File: config.mk
export PLATFORM = sky130hd
export DESIGN_NAME = t16_cap_timer
export DESIGN_NICKNAME = d
export VERILOG_FILES = /design/src/rtl/t16_pkg.sv /design/src/rtl/t16_pin_sync.sv /design/src/rtl/t16_div.sv /design/src/rtl/t16_core.sv /design/src/rtl/t16_cap_timer.sv
export SDC_FILE = /design/constraint.sdc
export NUM_CORES = 1
export LEC_CHECK = 0
export ABC_AREA = 1
export BUFFER_PORTS_ARGS = -buffer_cell sky130_fd_sc_hd__buf_2
export CAP_MARGIN = 20
export CORE_MARGIN = 2
export CORE_UTILIZATION = 35
export CTS_CLUSTER_SIZE = 12
export DETAILED_ROUTE_END_ITERATION = 16
export GPL_ROUTABILITY_DRIVEN = 0
export PLACE_DENSITY = 0.56
export SLEW_MARGIN = 20
export SYNTH_ARGS = -nofsm -noshare
export SYNTH_HDL_FRONTEND = slang
export SYNTH_HIERARCHICAL = 1
export SYNTH_SLANG_ARGS = --single-unit
File: constraint.sdc
create_clock -name clk -period 2.1 [get_ports clk]
set_input_delay 0.42 -clock clk [delete_from_list [all_inputs] [get_ports clk]]
set_output_delay 0.42 -clock clk [all_outputs]
set_load 0.01 [all_outputs]
File: src/rtl/t16_pkg.sv
`timescale 1ns/1ps
// Shared types for the 16-bit capture/reload/baud timer.
// Assumes a byte-wide register port and a 16-bit count split into two bytes.
package t16_pkg;
    localparam int TW = 16;
    localparam int DW = 8;
    localparam int AW = 3;

    typedef enum logic [AW-1:0] {
        A_CTRL   = 3'd0,
        A_CNT_LO = 3'd1,
        A_CNT_HI = 3'd2,
        A_RLD_LO = 3'd3,
        A_RLD_HI = 3'd4
    } t16_addr_e;

    // Packed MSB first: ovf is bit 7, run is bit 0.
    typedef struct packed {
        logic ovf;
        logic ext;
        logic tx_clk;
        logic rx_clk;
        logic ext_en;
        logic cap_sel;
        logic cnt_sel;
        logic run;
    } t16_ctrl_t;

    typedef enum logic [1:0] {
        M_RELOAD  = 2'd0,
        M_CAPTURE = 2'd1,
        M_BAUD    = 2'd2
    } t16_mode_e;
endpackage

File: src/rtl/t16_pin_sync.sv
`timescale 1ns/1ps
// Two-flop synchronizer plus falling-edge detector for N asynchronous pins.
// The previous-value flop follows the synchronized level every cycle, so each
// edge produces a single-cycle pulse. Flops reset low, so a pin that is
// already low at reset gives no false edge.
module t16_pin_sync #(
    parameter int N = 2
) (
    input  logic         clk,
    input  logic         rst_n,
    input  logic [N-1:0] pin,
    output logic [N-1:0] fall
);
    logic [N-1:0] meta_q;
    logic [N-1:0] sync_q;
    logic [N-1:0] prev_q;

    for (genvar i = 0; i < N; i++) begin : g_pin
        // Resynchronize one pin and keep its last synchronized level.
        always_ff @(posedge clk) begin
            if (!rst_n) begin
                meta_q[i] <= 1'b0;
                sync_q[i] <= 1'b0;
                prev_q[i] <= 1'b0;
            end else begin
                meta_q[i] <= pin[i];
                sync_q[i] <= meta_q[i];
                prev_q[i] <= sync_q[i];
            end
        end
        assign fall[i] = prev_q[i] & ~sync_q[i];
    end
endmodule

File: src/rtl/t16_div.sv
`timescale 1ns/1ps
// Tick divider: strobes once every DIV clocks while run is high.
// Holds at zero while run is low, so the phase is fixed by the run edge.
module t16_div #(
    parameter int DIV = 12
) (
    input  logic clk,
    input  logic rst_n,
    input  logic run,
    output logic stb
);
    localparam int W = (DIV > 1) ? $clog2(DIV) : 1;
    localparam logic [W-1:0] LAST = W'(DIV - 1);

    logic [W-1:0] cnt_q;

    // Count modulo DIV, restarting whenever run is dropped.
    always_ff @(posedge clk) begin
        if (!rst_n || !run)   cnt_q <= '0;
        else if (cnt_q == LAST) cnt_q <= '0;
        else                  cnt_q <= cnt_q + 1'b1;
    end

    assign stb = run && (cnt_q == LAST);
endmodule

File: src/rtl/t16_core.sv
`timescale 1ns/1ps
// Counter, reload/capture register and control register with mode logic.
// Assumes the edge inputs are single-cycle pulses that are already synchronized.
// Software writes to the data registers win over hardware updates, except that
// a capture wins over a write to the reload register. Hardware flag sets win
// over software clears.
module t16_core
    import t16_pkg::*;
(
    input  logic            clk,
    input  logic            rst_n,
    input  logic            wr_en,
    input  logic [AW-1:0]   addr,
    input  logic [DW-1:0]   wdata,
    input  logic            cyc_stb,
    input  logic            baud_stb,
    input  logic            cnt_fall,
    input  logic            trig_fall,
    output t16_ctrl_t       ctrl_q,
    output logic [TW-1:0]   cnt_q,
    output logic [TW-1:0]   rld_q,
    output logic            tx_tick,
    output logic            rx_tick
);
    t16_mode_e      mode;
    logic           inc, trig, carry, wrap_tick, cap_evt;
    logic           ovf_set, ext_set;
    logic [TW-1:0]  cnt_adv, cnt_hw, rld_hw, cnt_d, rld_d;
    t16_ctrl_t      ctrl_d;

    // Decode mode and the count event for this cycle.
    always_comb begin
        if (ctrl_q.rx_clk || ctrl_q.tx_clk) mode = M_BAUD;
        else if (ctrl_q.cap_sel)            mode = M_CAPTURE;
        else                                mode = M_RELOAD;
        if (ctrl_q.cnt_sel)      inc = ctrl_q.run & cnt_fall;
        else if (mode == M_BAUD) inc = ctrl_q.run & baud_stb;
        else                     inc = ctrl_q.run & cyc_stb;
        trig    = ctrl_q.run & ctrl_q.ext_en & trig_fall;
        carry   = inc & (&cnt_q);
        cnt_adv = cnt_q + TW'(inc);
    end

    // Hardware next state for count, reload register and flags, by mode.
    always_comb begin
        cnt_hw    = cnt_adv;
        rld_hw    = rld_q;
        ovf_set   = 1'b0;
        ext_set   = 1'b0;
        wrap_tick = 1'b0;
        cap_evt   = 1'b0;
        unique case (mode)
            M_BAUD: begin
                ext_set = trig;
                if (carry) begin
                    cnt_hw    = rld_q;
                    wrap_tick = 1'b1;
                end
            end
            M_CAPTURE: begin
                ovf_set = carry;
                if (trig) begin
                    rld_hw  = cnt_adv;
                    ext_set = 1'b1;
                    cap_evt = 1'b1;
                end
            end
            default: begin
                ovf_set = carry;
                ext_set = trig;
                if (carry || trig) cnt_hw = rld_q;
            end
        endcase
    end

    // Merge software writes with the hardware updates.
    always_comb begin
        cnt_d  = cnt_hw;
        rld_d  = rld_hw;
        ctrl_d = ctrl_q;
        if (wr_en) begin
            unique case (addr)
                A_CTRL:   ctrl_d = t16_ctrl_t'(wdata);
                A_CNT_LO: cnt_d[DW-1:0]  = wdata;
                A_CNT_HI: cnt_d[TW-1:DW] = wdata;
                A_RLD_LO: if (!cap_evt) rld_d[DW-1:0]  = wdata;
                A_RLD_HI: if (!cap_evt) rld_d[TW-1:DW] = wdata;
                default: ;
            endcase
        end
        ctrl_d.ovf = ctrl_d.ovf | ovf_set;
        ctrl_d.ext = ctrl_d.ext | ext_set;
    end

    // State registers and the registered serial strobes.
    always_ff @(posedge clk) begin
        if (!rst_n) begin
            ctrl_q  <= '0;
            cnt_q   <= '0;
            rld_q   <= '0;
            tx_tick <= 1'b0;
            rx_tick <= 1'b0;
        end else begin
            ctrl_q  <= ctrl_d;
            cnt_q   <= cnt_d;
            rld_q   <= rld_d;
            tx_tick <= wrap_tick & ctrl_q.tx_clk;
            rx_tick <= wrap_tick & ctrl_q.rx_clk;
        end
    end
endmodule

File: src/rtl/t16_cap_timer.sv
`timescale 1ns/1ps
// Top of the 16-bit capture/reload/baud timer.
// Ties together the pin synchronizers, the two tick dividers (machine cycle and
// baud rate) and the core, and muxes the register read port.
// Assumes clk is the oscillator and both pins are asynchronous.
module t16_cap_timer
    import t16_pkg::*;
#(
    parameter int CYC_DIV  = 12,
    parameter int BAUD_DIV = 2
) (
    input  logic          clk,
    input  logic          rst_n,
    input  logic          wr_en,
    input  logic [2:0]    addr,
    input  logic [7:0]    wdata,
    output logic [7:0]    rdata,
    input  logic          cnt_pin,
    input  logic          trig_pin,
    output logic          tx_tick,
    output logic          rx_tick
);
    localparam int NPIN = 2;

    logic [NPIN-1:0] pin_fall;
    logic            cyc_stb, baud_stb;
    t16_ctrl_t       ctrl_q;
    logic [TW-1:0]   cnt_q, rld_q;

    t16_pin_sync #(.N(NPIN)) u_sync (
        .clk   (clk),
        .rst_n (rst_n),
        .pin   ({trig_pin, cnt_pin}),
        .fall  (pin_fall)
    );

    t16_div #(.DIV(CYC_DIV)) u_cyc_div (
        .clk   (clk),
        .rst_n (rst_n),
        .run   (ctrl_q.run),
        .stb   (cyc_stb)
    );

    t16_div #(.DIV(BAUD_DIV)) u_baud_div (
        .clk   (clk),
        .rst_n (rst_n),
        .run   (ctrl_q.run),
        .stb   (baud_stb)
    );

    t16_core u_core (
        .clk       (clk),
        .rst_n     (rst_n),
        .wr_en     (wr_en),
        .addr      (addr),
        .wdata     (wdata),
        .cyc_stb   (cyc_stb),
        .baud_stb  (baud_stb),
        .cnt_fall  (pin_fall[0]),
        .trig_fall (pin_fall[1]),
        .ctrl_q    (ctrl_q),
        .cnt_q     (cnt_q),
        .rld_q     (rld_q),
        .tx_tick   (tx_tick),
        .rx_tick   (rx_tick)
    );

    // Register read multiplexer.
    always_comb begin
        unique case (addr)
            A_CTRL:   rdata = ctrl_q;
            A_CNT_LO: rdata = cnt_q[DW-1:0];
            A_CNT_HI: rdata = cnt_q[TW-1:DW];
            A_RLD_LO: rdata = rld_q[DW-1:0];
            A_RLD_HI: rdata = rld_q[TW-1:DW];
            default:  rdata = '0;
        endcase
    end
endmodule

== Word level (Yosys, flattened, before mapping) ==
Index checks and enable logic that the tools add are counted.
Word-level totals
  flip-flop bits (word level): 53
  bits of input ports: 16
  output and inout bits: 10
Cells by class
  $add $sub $neg: 3
  equal/unequal tests: 7
  muxes and demuxes: 26
  bitwise gates (word level): 14
  reduce and logical (&&, ||, !) cells: 12
Operators by type and width (number)
  16-bit two-way mux: 6
  8-bit two-way mux: 8
  8-bit case mux with 5 select lines: 1
  16-bit case mux with 2 select lines: 1
  16-bit by 1-bit adder with 16-bit output: 1
  16-bit AND reduction: 1
  1-bit bitwise AND: 10
  1-bit two-way mux: 9
  3-bit by 2-bit == test with 1-bit output, second input constant: 2
  4-bit by 1-bit adder with 4-bit output, second input constant: 1
  4-bit == test, second input constant: 1
  2-bit OR reduction: 2
  3-bit by 1-bit == test with 1-bit output, second input constant: 1
  3-bit == test, second input constant: 1
  3-bit logical NOT: 1
  1-bit logical OR: 3
  2-bit by 1-bit == test with 1-bit output, second input constant: 1
  2-bit == test, second input constant: 1
  1-bit logical AND: 2
  1-bit logical NOT: 2
  2-bit two-way mux: 1
  1-bit inverter: 2
  1-bit OR: 2
  2-bit AND reduction: 1
  1-bit adder, second input constant: 1

== Logic depth before layout (Yosys ltp) ==
Gate-level depths: netlist of the first run.
  depth after elaboration: 11
  mapped depth: 19

== By module ==
The synthesis of the first run kept the hierarchy.
By module, submodules not included
  t16_core: times used 1, cells each 499, area each 3040.4 um^2, seq. area each 840.8 um^2
  t16_cap_timer: times used 1, cells each 96, area each 504.2 um^2, seq. area each 0.0 um^2
  t16_div at u_cyc_div: times used 1, cells each 22, area each 186.4 um^2, seq. area each 80.1 um^2
  t16_pin_sync: times used 1, cells each 22, area each 180.2 um^2, seq. area each 120.1 um^2
  t16_div at u_baud_div: times used 1, cells each 5, area each 37.5 um^2, seq. area each 20.0 um^2

== Worst setup path after synthesis of the first run ==
No wires, ideal clock.
  kind: register to register
  start: reg u_cyc_div.cnt_q[0]
  end: reg u_core.cnt_q[11]
  arrival: 2178 ps
  required time: 1983 ps
  path slack: -195 ps
  cell stages (with the launch flop): 20
  clock period less this slack: 2295 ps
  path through: dfxtp_1 ha_1 nand3_2 nor2_1 nand2_1 nand3_1 nand2_2 inv_1 ha_1 nand2_2 nor2_4 nand2_2 nor2_2 nand2_1 nand2_1 nand2_1 nand3_1 nand2_1 nor2_1 nor2_1
Between the ends
  cells in the longest elaborated chain, start to end: 11
  elaborated cells on any way between the ends: 13
Ends and longest elaborated chain
  start, declared: line t16_div.sv:15  | logic [W-1:0] cnt_q;
  start signal, assigned: line t16_div.sv:21  | else cnt_q <= cnt_q + 1'b1;
  4-bit == test (*): line t16_div.sv:24  | assign stb = run && (cnt_q == LAST);
  1-bit logical AND (*): line t16_div.sv:24
  net cyc_stb: line t16_cap_timer.sv:26  | logic cyc_stb, baud_stb;
  1-bit bitwise AND (*): line t16_core.sv:38  | else inc = ctrl_q.run & cyc_stb;
  1-bit two-way mux (*): line t16_core.sv:37  | else if (mode == M_BAUD) inc = ctrl_q.run & baud_stb;
  1-bit two-way mux (*): line t16_core.sv:36  | if (ctrl_q.cnt_sel) inc = ctrl_q.run & cnt_fall;
  parallel branches: the longest is 3 deep, another holds 16-bit by 1-bit adder with 16-bit output
  16-bit case mux with 2 select lines (*): line t16_core.sv:52  | unique case (mode)
  8-bit two-way mux: line t16_core.sv:82  | unique case (addr)
  16-bit two-way mux (*): line t16_core.sv:81  | if (wr_en) begin
  end signal, assigned: line t16_core.sv:105  | cnt_q <= cnt_d;
  end, declared: line t16_core.sv:20  | output logic [TW-1:0] cnt_q,
Mark *: on every way through the listed nets, which the timed path passes.
A chain may end at the register's enable or synchronous reset.

== Final worst setup path of the first run ==
  start: reg u_cyc_div.cnt_q[1]
  end: reg u_core.cnt_q[15]
Same word-level chain as after synthesis.

==> flow_summary_export.csv, run 1 <==
group,metric,value,unit
critical_path,worstSetupPathType,"flip-flop to flip-flop",
synthesis,synthAdderAreaFrac,0.951,%
floorplanning,coreArea,0.0109,mm²
floorplanning,die_y,110,µm
synthesis,synth_nets,663,
grt,grt.overflow.total,0,
pwr,leakage,0.00240,µW
clock_tree,cts_tree,"done",
pwr,ir_worst_vdd,0.000290,V
synthesis,synthTopCellsByArea,"dfxtp_1 27%, nand2_1 14%, nor2_1 9.4%",
synthesis,avgSynthCellArea,6.13,µm²
synthesis,synth_edf_count,0,
synthesis,yosysSeqAreaShare,26.9,%
sta,layout_min_cycle_time,2.23,ns
pwr,p_comb_share,15.6,%
status,violations,"negative setup slack",
placed_design,port_buffers,25,
placed_design,placed_area,0.00453,mm²
layout,final_common_cell,"nand2_1",
route,first_pass_iters,5,
sta,final_max_slew_viol_count,0,
critical_path,path_buf_inv,2,
clock_tree,clk_latency,0.30,ns
critical_path,cp_cell_sequence,"ha_4 -> nand3_4 -> nor2_2 -> nand2_1 -> nand3_2 -> nand2_2 -> inv_4 -> ha_4 -> nand2_4 -> nor2_4 -> nand2_4 -> nor2_4 -> buf_6 -> nand3_2 -> nand2_2 -> nor2_1 -> nor2_1 -> a21oi_2",
route,vias,4494,
status,status,"finished, violations left",
layout,fin_area,0.00500,mm²
pwr,sequentialPowerShare,46.2,%
layout,layout_common_cells,"132 x nand2_1, 90 x nor2_1, 85 x inv_1",
grt,grt_usage,24.3,%
route,wl,14300,µm
synthesis,synth_mux_area_share,0,%
pwr,powerDensity,467,mW/mm²
critical_path,crit_required,2.29,ns
synthesis,synth-seq-cells,53,
job,cap_viol_max_count,0,
route,drtAntennaViolNets,0,
layout,nNetsFinal,731,
critical_path,end_kind,"flip-flop",
pwr,clock_power_share,38.3,%
synthesis,synth_top_family_by_area,"simple AND/OR/NAND/NOR gates",
critical_path,worst-path-max-fanout,3,
critical_path,path_delay_family,"simple AND/OR/NAND/NOR gates",
route,via_per_inst,5.26,
synthesis,yosys_warnings,6,
sta,hold_viol_final,0,
floorplanning,die_area,0.0121,mm²
synthesis,synthArstFlopShare,0,%
sta,skew,0.00703,ns
floorplanning,io_pins,26,
floorplanning,start_util,36.1,%
grt,grt_max_degree,30,
synthesis,synth_xor_area_share,1.77,%
sta,rsz0062_at_grt,"yes",
clock_tree,cts_root_buf,"clkbuf_16",
sta,tightest_slew,0.579,ns
pwr,p_switching,713,µW
clock_tree,clkTransAtPathRegs,0.08,ns
sta,slew_headroom,61.3,%
layout,layout-drive-gt1-share,27.2,%
synthesis,synth_compound_area_share,12.3,%
grt,grt_pass1_vias,4138,
critical_path,start_kind,"flip-flop",
clock_tree,cts.path.max_buffers,2,
placed_design,dp_hpwl,10400,µm
floorplanning,fp.dieW,110,µm
synthesis,yosys.area_share.simple,44.1,%
critical_path,critPathArrivalTime,2.42,ns
pwr,switching_share,30.5,%
sta,fin_crit_sh,106,%
layout,syn_to_final_growth,26.7,%
pwr,p_int,1620,µW
route,routedWlPerCell,16.7,µm
floorplanning,row_count,38,
placed_design,preCtsSetupSlack,-0.115,ns
critical_path,worst_path_max_delay_cell,"dfxtp_2",
worst_hold_path,hp-class,"input port to flip-flop",
synthesis,yosysUniqueCellTypes,33,
sta,clock.fmax,449,MHz
synthesis,synth_top_area_share,26.9,%
route,drt-initial-drc-count,392,
synthesis,netlist_instances,644,
clock_tree,clock-sinks,53,
grt,antenna_found_initial,1,
clock_tree,htreeDepth,2,
sta,setup_viol,13,
clock_tree,cts_buffers,5,
synthesis,syn_area,0.00395,mm²
route,drc_errors,0,
synthesis,synthFlopType,"dfxtp_1",
grt,grt_pass1_wl,22200,µm
critical_path,cp_slowest_stage_delay,0.36,ns
synthesis,synth_top_area_cell,"dfxtp_1",
sta,fin_ws,-0.128,ns
-- synthesized netlist by cell type (2+ instances only) --
cell / number
inv_2: 5
nand3_4: 2
a21oi_1: 24
a311oi_1: 2
o21ai_1: 9
ha_1: 3
buf_6: 11
nand3_1: 70
xnor2_1: 2
nand4_1: 19
xor2_1: 6
nor2_1: 99
clkbuf_1: 9
nand2_4: 2
nor2_4: 8
dfxtp_1: 53
nor2_2: 5
o21ai_0: 40
a21oi_2: 6
nand2_2: 9
nor3_1: 4
a31oi_1: 3
nand2_1: 144
inv_1: 90
buf_4: 2
nand3_2: 10
-- through the flow --
stage	total power, µW	std cells	util (%)	TNS [ns]	hold slack [ns]
6_report	2340	854	45.8	-0.628	0.300
3_5_place_dp	1430	839	41.4	-0.869	0.407
3_3_place_gp	1430	839	41.4	-0.327	0.399
5_1_grt	2430	853	45.7	-3.83	0.316
2_1_floorplan	1290	644	-	0	0.390
4_1_cts	2330	850	43.9	-0.300	0.301
-- layer usage --
layer,vias to the layer above,global-route usage (%),part of all wire [%]
met3,38,5.53,9.6
met5,-,0,0
met4,0,8.39,3.5
met1,2066,32.4,41
met2,204,38.5,46
li1,2186,-,-
-- power by group through the flow --
stage	Clock, µW	Sequential (µW)	Combinational (µW)
after floorplan	0	1090	206
after global placement	0	1100	331
after detailed placement	0	1100	335
after CTS	907	1080	344
after global routing	950	1080	400
final	894	1080	364
-- state kept, by name (all words and copies together), names as in the netlist --
register          flops
u_sync/prev_q         2
u_core/rx_tick        1
u_core/tx_tick        1
u_sync/meta_q         2
u_core/rld_q         16
u_cyc_div/cnt_q       4
u_sync/sync_q         2
u_core/cnt_q         16
u_baud_div/cnt_q      1
u_core/ctrl_q         8
-- what timing repair did --
item	4_1_cts	5_1_grt
gates resized for setup	23	45
gates cloned	0	0
pin swaps	19	25
setup buffers	3	5
hold buffers	0	0
endpoints found under the setup margin	19	30
-- kinds of logic after synthesis --
family	count (synthesis)
AOI/OAI and AO/OA	87
buffers and inverters	120
and+or+nand+nor	373
DFF	53
adders and majority gates	3
xor gates and xnor gates	8
-- final timing paths --
path                                         start               end  slack [ns]  cells after the start
worst max-delay path            u_cyc_div/cnt_q[1]  u_core/cnt_q[15]       -0.13                     18
worst max register to register  u_cyc_div/cnt_q[1]  u_core/cnt_q[15]       -0.13                     18
worst min-delay path                       cnt_pin  u_sync/meta_q[0]        0.30                      3
worst min register to register    u_sync/meta_q[0]  u_sync/sync_q[0]        0.42                      2
-- worst min-delay path, cell delays in order --
cell and delay (ns):
buf_2 0.08, nand2_1 0.04, inv_1 0.04
-- final cells by class --
| type | instances | area, µm² |
|---|---|---|
| fillers | 1187 | 5930 |
| multi-input cells | 471 | 2630 |
| flip-flops and latches | 53 | 1060 |
| repair buffers | 85 | 607 |
| inverters | 96 | 370 |
| well taps | 140 | 175 |
| clock buffers | 5 | 125 |
| clock inverters | 3 | 28.8 |
| diodes | 1 | 2.50 |
(Power assumes the default switching activity.)
==> run 2, diff against run 1 <==
==> constraint.sdc (replaced) <==
create_clock -name clk -period 1.8 [get_ports clk]
set_input_delay 0 -clock clk [delete_from_list [all_inputs] [get_ports clk]]
set_output_delay 0 -clock clk [all_outputs]
set_load 0.01 [all_outputs]
==> run 2 against run 1 <==
Compared with the run above: the run still ends with negative setup slack left; register-to-register slack got worse by 0.30 ns; clock-buffer cell count rose by 1; clock power rose by 16%; setup slack got worse by 0.30 ns; total power rose by 17%; critical path depth did not move; non-clock buffer count rose by 20; first-iteration DRC count rose by 23%; final area rose by 5.3%; critical endpoint is now u_core/cnt_q[5]; largest cell class unchanged; highest routed layer unchanged.
==> flow_summary_export.csv, run 2 (synthesis results as in run 1) <==
group,metric,value,unit
placed_design,placed_area,0.00462,mm²
floorplanning,start_util,36.1,%
critical_path,cp_cell_sequence,"ha_4 -> nand3_4 -> nor2_2 -> nand2_1 -> nand3_2 -> nand2_2 -> inv_4 -> ha_4 -> buf_4 -> buf_6 -> nand3_4 -> nor2_4 -> xnor2_2 -> inv_1 -> nand3_1 -> nand3_1 -> nor2_1 -> nor2_1",
layout,fin_area,0.00527,mm²
grt,antenna_found_initial,0,
layout,num-fill-cells,1111,
pwr,leakage,0.00252,µW
sta,tns,-7.67,ns
sta,layout_min_cycle_time,2.23,ns
layout,syn_to_final_growth,33.5,%
route,via_per_inst,5.23,
critical_path,crit_required,2.00,ns
sta,fin_crit_sh,124,%
layout,final_common_cell,"nand2_1",
clock_tree,cts_buffers,5,
layout,layout_common_cells,"131 x nand2_1, 88 x nor2_1, 85 x inv_1",
sta,final_max_slew_viol_count,0,
sta,rsz0062_at_grt,"yes",
critical_path,r2r-start,"u_cyc_div/cnt_q[1]",
clock_tree,clock-sinks,53,
critical_path,start_kind,"flip-flop",
worst_hold_path,worstHoldStart,"wdata[6]",
grt,grt_pass1_vias,4295,
route,vias,4565,
layout,layout-drive-gt1-share,29.7,%
critical_path,worst_path_max_delay_cell,"dfxtp_2",
critical_path,critPathArrivalTime,2.42,ns
floorplanning,die_y,110,µm
status,violations,"negative setup slack",
grt,grt_max_degree,38,
sta,hold_viol_final,0,
placed_design,dp_hpwl,10400,µm
critical_path,path_delay_family,"simple AND/OR/NAND/NOR gates",
clock_tree,cts_tree,"done",
sta,fin_ws,-0.428,ns
clock_tree,htreeDepth,2,
grt,grt_pass1_wl,22200,µm
placed_design,port_buffers,25,
worst_hold_path,hp-class,"input port to flip-flop",
layout,reg_top3,"u_core/cnt_q: 16 flops, u_core/rld_q: 16 flops, u_core/ctrl_q: 8 flops",
clock_tree,clk_latency,0.30,ns
floorplanning,coreArea,0.0109,mm²
route,routedWlPerCell,16.8,µm
critical_path,worstSetupPathType,"flip-flop to flip-flop",
floorplanning,fp.dieW,110,µm
status,status,"finished, violations left",
critical_path,cp_slowest_stage_delay,0.35,ns
layout,fin_util,48.2,%
critical_path,worst-path-max-fanout,3,
route,drt-initial-drc-count,482,
pwr,ir_worst_vdd,0.000400,V
floorplanning,io_pins,26,
grt,grt_usage,24.6,%
grt,grt.overflow.total,0,
clock_tree,clkTransAtPathRegs,0.08,ns
layout,nNetsFinal,751,
route,first_pass_iters,6,
sta,clock.fmax,449,MHz
sta,setup_viol,31,
route,drtAntennaViolNets,0,
clock_tree,cts_root_buf,"clkbuf_16",
critical_path,path_buf_inv,4,
sta,slew_headroom,57.6,%
pwr,powerDensity,519,mW/mm²
clock_tree,cts.path.max_buffers,2,
critical_path,cp-startpoint,"u_cyc_div/cnt_q[1]",
route,drc_errors,0,
floorplanning,row_count,38,
route,wl,14700,µm
sta,tightest_slew,0.635,ns
layout,n_antenna_cell,0,
critical_path,end_kind,"flip-flop",
floorplanning,die_area,0.0121,mm²
job,cap_viol_max_count,0,
sta,skew,0.0128,ns
## run 2: cell types whose count changed in the layout (fill, tap and decap cells not counted), sizes merged
cell / change
inv: -1
diode: -1
dlygate4sd3: +2
clkinv: -1
buf: +18
clkbuf: +1
clkinvlp: +1
## run 2: timing repair
item | 4_1_cts | 5_1_grt
endpoints found under the setup margin | 31 | 32
hold buffers | 2 | 0
pin swaps | 35 | 39
gates resized for setup | 39 | 48
buffers inserted | 7 | 13
cloned | 1 | 0
hold endpoints to repair | 2 | 0
## run 2: where the power goes
| group | switching [µW] | internal (µW) |
|---|---|---|
| Clock | 482 | 560 |
| Combinational | 284 | 153 |
| Sequential | 43.7 | 1210 |
| Total | 809 | 1920 |
## run 2: stage by stage
stage               worst slack (ns)  hold slack [ns]  total power (µW)  std cells
global route                  -0.541           0.0527              2820        873
CTS                           -0.329           0.0163              2720        863
global placement              -0.360            0.180              1670        848
floorplan                     -0.286           0.0935              1510        644
finish                        -0.428           0.0168              2730        873
detailed placement            -0.402            0.182              1670        848
## run 2: final timing paths
kind                            to  slack (ns)  depth (start not counted)
setup reg to reg   u_core/cnt_q[5]       -0.43                         18
hold / removal    u_core/ctrl_q[6]        0.02                          3
hold reg to reg   u_sync/sync_q[1]        0.41                          2
setup / recovery   u_core/cnt_q[5]       -0.43                         18
## run 2: layout make-up
class | count | area, µm² | share of cell area, %
Clock buffer | 6 | 139 | 2.63
Clock inverter | 2 | 16.3 | 0.309
Inverter | 96 | 373 | 7.07
Multi-Input combinational cell | 471 | 2680 | 50.8
Sequential cell | 53 | 1070 | 20.2
Tap cell | 140 | 175 | 3.32
Timing Repair Buffer | 105 | 823 | 15.6
## run 2: worst register-to-register path, cell delays in order (launching register included)
cell     delay [ns]
dfxtp_2        0.35
ha_4           0.15
nand3_4        0.06
nor2_2         0.07
nand2_1        0.06
nand3_2        0.07
nand2_2        0.07
inv_4          0.09
ha_4           0.15
buf_4          0.11
buf_6          0.09
nand3_4        0.08
nor2_4         0.18
xnor2_2        0.17
inv_1          0.10
nand3_1        0.09
nand3_1        0.07
nor2_1         0.10
nor2_1         0.05
## run 2: metal layers
layer  global-route usage (%)  wire length (µm)  vias to the layer above
met5                        0                 0                        -
met4                     10.6               382                        0
met3                     6.64              1520                       34
met2                     38.3              6590                      208
met1                     32.0              6190                     2101
li1                         -                 -                     2222
